File: src/rtl/uart_tx_pkg.sv
package uart_tx_pkg;

  // Strobes the sequencer hands to the datapath, at most one per cycle
  typedef struct packed {
    logic loadStart;  // take the queue head, drive the start bit
    logic shiftOut;   // drive the next data bit
    logic sendStop;   // drive the stop bit
  } txStrobe_t;

  typedef enum logic [1:0] {
    ST_IDLE  = 2'd0,
    ST_START = 2'd1,
    ST_DATA  = 2'd2,
    ST_STOP  = 2'd3
  } txState_t;

endpackage

File: src/rtl/uart_tx_fifo.sv
module uart_tx_fifo #(
  parameter int DEPTH = 4,
  parameter int WIDTH = 8
) (
  input  logic             clk,
  input  logic             rstN,
  input  logic             pushValid,
  input  logic [WIDTH-1:0] pushData,
  input  logic             popReq,
  output logic [WIDTH-1:0] headData,
  output logic             empty,
  output logic             full,
  output logic             overflow
);
  localparam int AW = (DEPTH > 1) ? $clog2(DEPTH) : 1;
  localparam int CW = $clog2(DEPTH + 1);
  localparam logic [AW-1:0] LAST_IDX = AW'(DEPTH - 1);
  localparam logic [CW-1:0] FULL_CNT = CW'(DEPTH);

  logic [WIDTH-1:0] mem [DEPTH];
  logic [AW-1:0]    wrPtr, rdPtr;
  logic [CW-1:0]    count;
  logic             pushOk, popOk;

  assign empty    = (count == '0);
  assign full     = (count == FULL_CNT);
  assign pushOk   = pushValid && !full;
  assign popOk    = popReq && !empty;
  assign headData = mem[rdPtr];

  always_ff @(posedge clk) begin
    if (pushOk) mem[wrPtr] <= pushData;
  end

  always_ff @(posedge clk) begin
    if (!rstN) begin
      wrPtr    <= '0;
      rdPtr    <= '0;
      count    <= '0;
      overflow <= 1'b0;
    end else begin
      if (pushOk) wrPtr <= (wrPtr == LAST_IDX) ? '0 : wrPtr + 1'b1;
      if (popOk)  rdPtr <= (rdPtr == LAST_IDX) ? '0 : rdPtr + 1'b1;
      case ({pushOk, popOk})
        2'b10:   count <= count + 1'b1;
        2'b01:   count <= count - 1'b1;
        default: count <= count;
      endcase
      if (pushValid && full) overflow <= 1'b1;
    end
  end
endmodule

File: src/rtl/uart_tx_dp.sv
module uart_tx_dp
  import uart_tx_pkg::*;
#(
  parameter int DATA_BITS = 8
) (
  input  logic                 clk,
  input  logic                 rstN,
  input  txStrobe_t            strobe,
  input  logic [DATA_BITS-1:0] loadData,
  output logic                 txd
);
  logic [DATA_BITS-1:0] shiftReg;

  always_ff @(posedge clk) begin
    if (!rstN) begin
      shiftReg <= '0;
      txd      <= 1'b1;
    end else if (strobe.loadStart) begin
      shiftReg <= loadData;
      txd      <= 1'b0;
    end else if (strobe.shiftOut) begin
      shiftReg <= {1'b0, shiftReg[DATA_BITS-1:1]};
      txd      <= shiftReg[0];
    end else if (strobe.sendStop) begin
      txd      <= 1'b1;
    end
  end
endmodule

File: src/rtl/uart_tx_ctrl.sv
module uart_tx_ctrl
  import uart_tx_pkg::*;
#(
  parameter int DATA_BITS = 8
) (
  input  logic      clk,
  input  logic      rstN,
  input  logic      bitTick,
  input  logic      txEnable,
  input  logic      fifoEmpty,
  output txStrobe_t strobe,
  output logic      popReq,
  output logic      busy
);
  localparam int CNTW = (DATA_BITS > 1) ? $clog2(DATA_BITS) : 1;
  localparam logic [CNTW-1:0] LAST_BIT = CNTW'(DATA_BITS - 1);

  txState_t        state, stateNext;
  logic [CNTW-1:0] bitCnt;
  logic            startOk;

  assign startOk = txEnable && !fifoEmpty;

  always_comb begin
    strobe    = '0;
    stateNext = state;
    if (bitTick) begin
      unique case (state)
        ST_IDLE: if (startOk) begin
          strobe.loadStart = 1'b1;
          stateNext        = ST_START;
        end
        ST_START: begin
          strobe.shiftOut = 1'b1;
          stateNext       = ST_DATA;
        end
        ST_DATA: begin
          if (bitCnt == LAST_BIT) begin
            strobe.sendStop = 1'b1;
            stateNext       = ST_STOP;
          end else begin
            strobe.shiftOut = 1'b1;
          end
        end
        ST_STOP: begin
          // frame boundary: the line is free, decide on the next frame
          if (startOk) begin
            strobe.loadStart = 1'b1;
            stateNext        = ST_START;
          end else begin
            stateNext = ST_IDLE;
          end
        end
        default: stateNext = ST_IDLE;
      endcase
    end
  end

  assign popReq = strobe.loadStart;
  assign busy   = (state != ST_IDLE);

  always_ff @(posedge clk) begin
    if (!rstN) begin
      state  <= ST_IDLE;
      bitCnt <= '0;
    end else begin
      state <= stateNext;
      if (strobe.loadStart)
        bitCnt <= '0;
      else if (strobe.shiftOut && state == ST_DATA)
        bitCnt <= bitCnt + 1'b1;
    end
  end
endmodule

File: src/rtl/uart_tx_gated.sv
module uart_tx_gated
  import uart_tx_pkg::*;
#(
  parameter int DATA_BITS  = 8,
  parameter int FIFO_DEPTH = 4
) (
  input  logic                 clk,
  input  logic                 rstN,
  input  logic                 bitTick,
  input  logic                 ctrlWrite,
  input  logic                 ctrlTxEn,
  input  logic                 ctrlRxEn,
  input  logic                 pushValid,
  input  logic [DATA_BITS-1:0] pushData,
  output logic                 txd,
  output logic                 busy,
  output logic                 fifoFull,
  output logic                 overflow,
  output logic                 txEnable,
  output logic                 rxEnable
);
  txStrobe_t            strobe;
  logic                 popReq, fifoEmpty;
  logic [DATA_BITS-1:0] headData;

  always_ff @(posedge clk) begin
    if (!rstN) begin
      txEnable <= 1'b1;
      rxEnable <= 1'b1;
    end else if (ctrlWrite) begin
      txEnable <= ctrlTxEn;
      rxEnable <= ctrlRxEn;
    end
  end

  uart_tx_fifo #(.DEPTH(FIFO_DEPTH), .WIDTH(DATA_BITS)) u_fifo (
    .clk(clk), .rstN(rstN), .pushValid(pushValid), .pushData(pushData),
    .popReq(popReq), .headData(headData), .empty(fifoEmpty),
    .full(fifoFull), .overflow(overflow)
  );

  uart_tx_ctrl #(.DATA_BITS(DATA_BITS)) u_ctrl (
    .clk(clk), .rstN(rstN), .bitTick(bitTick), .txEnable(txEnable),
    .fifoEmpty(fifoEmpty), .strobe(strobe), .popReq(popReq), .busy(busy)
  );

  uart_tx_dp #(.DATA_BITS(DATA_BITS)) u_dp (
    .clk(clk), .rstN(rstN), .strobe(strobe), .loadData(headData), .txd(txd)
  );
endmodule

File: config.mk
export PLATFORM = sky130hd
export DESIGN_NAME = uart_tx_gated
export DESIGN_NICKNAME = d
export VERILOG_FILES = /design/src/rtl/uart_tx_pkg.sv /design/src/rtl/uart_tx_fifo.sv /design/src/rtl/uart_tx_dp.sv /design/src/rtl/uart_tx_ctrl.sv /design/src/rtl/uart_tx_gated.sv
export SDC_FILE = /design/constraint.sdc
export NUM_CORES = 1
export LEC_CHECK = 0
export ABC_AREA = 1
export BUFFER_PORTS_ARGS = -buffer_cell sky130_fd_sc_hd__buf_4
export CAP_MARGIN = 20
export CORE_ASPECT_RATIO = 1.75
export CORE_MARGIN = 2
export CORE_UTILIZATION = 35
export DETAILED_ROUTE_END_ITERATION = 12
export PLACE_DENSITY = 0.58
export REMOVE_ABC_BUFFERS = 1
export SLEW_MARGIN = 20
export SYNTH_ARGS = -nofsm -noshare
export SYNTH_HDL_FRONTEND = slang
export SYNTH_SLANG_ARGS = --single-unit
export TNS_END_PERCENT = 30
File: constraint.sdc
create_clock -name clk -period 3.7 [get_ports clk]
set_clock_uncertainty 0.15 [all_clocks]
set_input_delay 0 -clock clk [delete_from_list [all_inputs] [get_ports clk]]
set_output_delay 0 -clock clk [all_outputs]
set_load 0.02 [all_outputs]
; Yosys cells after proc, flatten, opt, wreduce, memory -nomap -nowiden
; Memory sizes are Yosys's and may differ from the RTL's. A register that Yosys moved wholly into a read port is not among the register bits.
; Cells that the tools add are included.
[word_totals]
regBits = 24
latchBits = 0
ram_bits = 32
romBits = 0
inputBits = 15
word_cells = 67
mem_count = 1
[op_classes]
add_sub_neg = 5
multipliers = 0
div = 0
n_lt_le_gt_ge = 0
n_eq_ne = 11
shifts = 0
mux = 23
bitwise = 1
reduce_logical = 16
[memory_table]
columns = memory, depth, width, rd, rd_ports_with_merged_regs, write_ports, line
row1 = u_fifo.mem, 4, 8, 1, 1, 1, uart_tx_fifo.sv:20  ; logic [WIDTH-1:0] mem [DEPTH];
[ops]
columns = cell, count
row1 = 2-to-1 mux 8 bit, 2
row2 = 2-to-1 mux 2 bit, 6
row3 = 2-to-1 mux 1 bit, 11
row4 = == test 2 bit (second input constant), 5
row5 = case mux 2 bit (4 select lines), 1
row6 = adder 3 x 1 -> 3 bit (second input constant), 2
row7 = == test 3 bit (second input constant), 2
row8 = case mux 3 bit (2 select lines), 1
row9 = nonzero test 2 bit, 3
row10 = logical AND 1 bit, 5
row11 = adder 2 x 1 -> 2 bit (second input constant), 2
row12 = == test 2 x 1 -> 1 bit (second input constant), 2
row13 = != test 2 x 1 -> 1 bit (second input constant), 2
row14 = OR reduction 2 bit, 2
row15 = logical NOT 3 bit, 1
row16 = 2-to-1 mux 3 bit, 1
row17 = AND reduction 3 bit, 1
row18 = nonzero test 3 bit, 1
row19 = subtractor 3 x 1 -> 3 bit (second input constant), 1
row20 = logical NOT 1 bit, 2
row21 = logical NOT 2 bit, 1
row22 = case mux 1 bit (2 select lines), 1
row23 = NOT 1 bit, 1

; Longest topological paths before layout
[depth]
ltp_word = 9
ltp_mapped = 13

; Hierarchy
; Synthesis repeated with hierarchy kept, for this count alone.
[unflattened]
hier_cells = 289
area_unflattened_um2 = 2648.8
[modules_own_cells]
columns = mod, n_inst, cells_each, area_each_um2, seq_area_each_um2
row1 = uart_tx_fifo, 1, 151, 1726.7, 1161.1
row2 = uart_tx_dp, 1, 67, 441.7, 180.2
row3 = uart_tx_ctrl, 1, 62, 411.6, 100.1
row4 = uart_tx_gated, 1, 9, 68.8, 40.0

; Least setup slack after synthesis
; Ideal clock, no wire load.
[synth_timing]
kind = flip-flop to flip-flop
startpoint = register u_ctrl.state[0]
endpoint = register u_fifo.count[2]
setup_time_ns = 0.122
t_arrival_ns = 2.166
required_time_ns = 3.428
path_slack_ns = 1.262
path_stages_with_launch = 14
path_buffers = 1
synth_period_minus_slack_ns = 2.438
cell_sequence = dfxtp_1 > inv_1 > ha_1 > nor2_2 > nand3_4 > inv_4 > buf_12 > ha_1 > inv_1 > fa_1 > a21oi_1 > o21ai_0 > o21ai_0 > a21oi_1
[synth_between]
elab_chain_cells = 7
word_cells_on_any_way = 10
classes_between = eq/ne (3) / mux (3) / reduce/logical (4)
[synth_rtl]
columns = element, line
row1 = "start, declared", uart_tx_ctrl.sv:18  ; txState_t state, stateNext;
row2 = "start signal, assigned", uart_tx_ctrl.sv:67  ; state <= stateNext;
row3 = == test 2 bit or logical NOT 2 bit (tied branches), uart_tx_ctrl.sv:28  ; unique case (state)
row4 = OR reduction 2 bit (no source line) (*), -
row5 = 2-to-1 mux 1 bit (*), -
row6 = 2-to-1 mux 3 bit (*), uart_tx_ctrl.sv:27  ; if (bitTick) begin
row7 = logical AND 1 bit (*), uart_tx_fifo.sv:28  ; assign popOk = popReq && !empty;
row8 = == test 2 x 1 -> 1 bit or == test 2 bit (tied branches), uart_tx_fifo.sv:44  ; case ({pushOk, popOk})
row9 = case mux 3 bit (2 select lines) or nonzero test 2 bit (tied branches), -
row10 = "end signal, assigned", uart_tx_fifo.sv:45  ; 2'b10: count <= count + 1'b1;
row11 = "end signal, assigned", uart_tx_fifo.sv:46  ; 2'b01: count <= count - 1'b1;
row12 = "end signal, assigned", uart_tx_fifo.sv:47  ; default: count <= count;
row13 = "end, declared", uart_tx_fifo.sv:22  ; logic [CW-1:0] count;
; Every way passes the cells marked *; elsewhere a longest branch is shown, timed or not.
; A chain may end at the register's enable or synchronous reset.

; Final worst setup path
; Ends and elaborated chain as after synthesis.

==> results.ini <==
[outcome]
status=finished, final reports clean

[grt]
antenna_found_initial=0
grt_util_met3=0.0299
grt_pass1_vias=1966
grt.overflow.total=0
busiest_layer=met2
global_route.usage.met1=0.134
grt_start_max_net_pins=18
track_usage=0.131
use_met2=0.230
grt_pass1_wl_um=8540

[place]
dpl_worst_slack_ps=989
dp_hpwl_um=3570
io_buffers=20
gp_congestion=0.817

[setup_path]
worstPathCellList=inv_1 > ha_1 > nor2_2 > nand3_4 > inv_4 > ha_1 > inv_1 > fa_1 > a21oi_1 > o21ai_0 > o21ai_0 > a21oi_1
critPathKind=reg2reg
end_kind=register
critPathBufInv=3
reg2reg_slack_ps=990
cp-start-kind=register
critPathTopFamily=adder cells
cp.depth=12
r2r-start=u_ctrl.state[0]$_SDFFE_PN0P_
rr_endpoint=u_fifo.count[2]$_SDFFE_PN0P_
critPathArrivalTime_ps=2770
slowest_stage=dfxtp_1
r2r_cells=12
crit_required_ps=3760
slowest_delay_ps=400
crit_end=u_fifo.count[2]$_SDFFE_PN0P_
startpoint=u_ctrl.state[0]$_SDFFE_PN0P_
crit_fanout=13

[sta]
tns_ps=0
relSlewSlack=0.450
fmax_ghz=0.370
min_period_over_period=0.731
rsz0062_at_grt=no
worst_slack_ps=994
worstMarginPinSlew_ps=823
fin_hold_ws_ps=272
slew_viol_final=0
report.final.setup_viol=0
min_period_ps=2710
finalHoldViolCount=0

[die]
dieHeight_um=121
io_pins=21
core-area_um2=7570
rows=42
die_x_um=70.8
die_area_um2=8550
initial_core_util=0.361

[synth]
synthCells=307
yosysTopAreaCell=edfxtp_1
syn_avg_cell_area_um2=8.90
ys_seq_elements=58
syn_area_um2=2730
ys_warn_count=0
synthDistinctLibCells=23
yosysSeqAreaShare=0.542
synthTopCellsByArea=edfxtp_1 (35%), dfxtp_1 (19%), nand2_1 (11%)
synth.top_cell.area_share=0.352

[run]
maxCapViolations=0

[final_layout]
area_delta_synth_final_pct=22.9
fin_nets=375
antenna_cells=0
drive_gt1_frac=0.136

[cts]
h-tree-depth=3
insertion_delay_ps=320
cts_tree=done
post_cts_buffers=0
ctsLongestPathBuffers=2
clockRootBuffer=clkbuf_16
cts_buffers=9
clk_pin_slew_worst_paths_ps=50
cts.sinks=58

[drt]
drt_pass1_iterations=4
totalWireLength_um=4980
vias=2003
antenna_left=0
route.detailed.drc=0
drt-initial-drc-count=86
routed_via_density=4.55
routedWlPerCell_um=11.3

[power]
ir_drop_uv=239
powerDensity_nw_per_um2=620
p_leak_nw=1.54

[worst_hold_path]
min_path_type=in2reg

==> cells by family (layout without fill, tap and decap cells) <==
| kind of cell | after synthesis | after routing | synth area share |
|---|---|---|---|
| buffers and inverters | 71 | 116 | 0.119 |
| AND/OR/NAND/NOR | 139 | 139 | 0.225 |
| AO/OA/AOI/OAI | 26 | 26 | 0.0508 |
| flip-flops | 58 | 58 | 0.542 |
| adder cells (fa/ha/maj) | 13 | 13 | 0.0623 |
==> registers in the layout (all words and copies together), names as in the netlist, named ones only <==
name / count
u_fifo.mem: 32
u_dp.shiftReg: 8
u_ctrl.bitCnt: 3
u_fifo.count: 3
u_ctrl.state: 2
u_fifo.rdPtr: 2
u_fifo.wrPtr: 2
rxEnable: 1
txEnable: 1
u_dp.txd: 1
u_fifo.overflow: 1
==> worst min path at each step <==
stage | depth (start not counted) | start | slack (ps) | to
2_1_floorplan | 1 | rstN | -70 | rxEnable$_SDFFE_PN1P_
3_5_place_dp | 1 | pushData[2] | 50 | u_fifo.mem[2][2]$_DFFE_PP_
6_report | 2 | pushData[0] | 270 | u_fifo.mem[0][0]$_DFFE_PP_
3_3_place_gp | 1 | pushData[2] | 50 | u_fifo.mem[2][2]$_DFFE_PP_
4_1_cts | 2 | pushData[0] | 260 | u_fifo.mem[0][0]$_DFFE_PP_
5_1_grt | 2 | pushData[0] | 270 | u_fifo.mem[1][0]$_DFFE_PP_
==> synth_stat cells <==
cell and number:
buf_2 2, nand2_2 9, inv_4 1, fa_1 1, ha_1 12, a21oi_1 15
a211oi_1 1, buf_4 2, o21ai_0 8, dfxtp_1 26, o211ai_1 1, nor2_2 2
edfxtp_1 32, nand3b_1 1, a21oi_2 1, nand2_1 78, inv_1 59, nand3_1 39
nor2_1 9, nand3_4 1, buf_6 4, buf_12 1, inv_2 2
==> per-stage QoR <==
stage	std cells	util	area [µm²]	power, mW
3_3_place_gp	406	0.383	2900	1.32
3_5_place_dp	406	0.383	2900	1.33
2_1_floorplan	298	-	2640	1.19
5_1_grt	440	0.444	3360	2.21
6_report	440	0.444	3360	2.08
4_1_cts	440	0.444	3360	2.11
==> cell type report <==
type                            count  area, µm²
Fill cell                         780       4210
Timing Repair Buffer               38        330
Sequential cell                    58       1480
Clock inverter                      2       10.0
Multi-Input combinational cell    178        925
Tap cell                           88        110
Inverter                           62        235
Clock buffer                       14        265
==> report_power, final <==
group	internal (mW)	switching, mW
Combinational	0.185	0.305
Sequential	0.775	0.0656
Clock	0.490	0.260
==> what timing repair did <==
action,in CTS,in global routing
hold buffers,18,0
hold endpoints to repair,53,0
setup endpoints to repair,0,0
resized for setup,0,0
==> cell usage in the layout, fill, tap and decap left out, types with 8 or more instances in the layout <==
master	count
nand2_1	78
a21oi_1	15
clkbuf_16	10
edfxtp_1	32
o21ai_0	8
buf_4	20
inv_1	59
ha_1	12
nor2_1	9
dlygate4sd3_1	18
dfxtp_1	26
nand3_1	39
nand2_2	9
==> routing by layer <==
metal | routed length, µm | up-vias | part of all wire
met2 | 2710 | 20 | 0.54
li1 | - | 1045 | -
met4 | 178 | 0 | 0.036
met5 | 0 | - | 0
met3 | 112 | 14 | 0.023
met1 | 1980 | 924 | 0.40
Power figures use the tool's default switching activity.
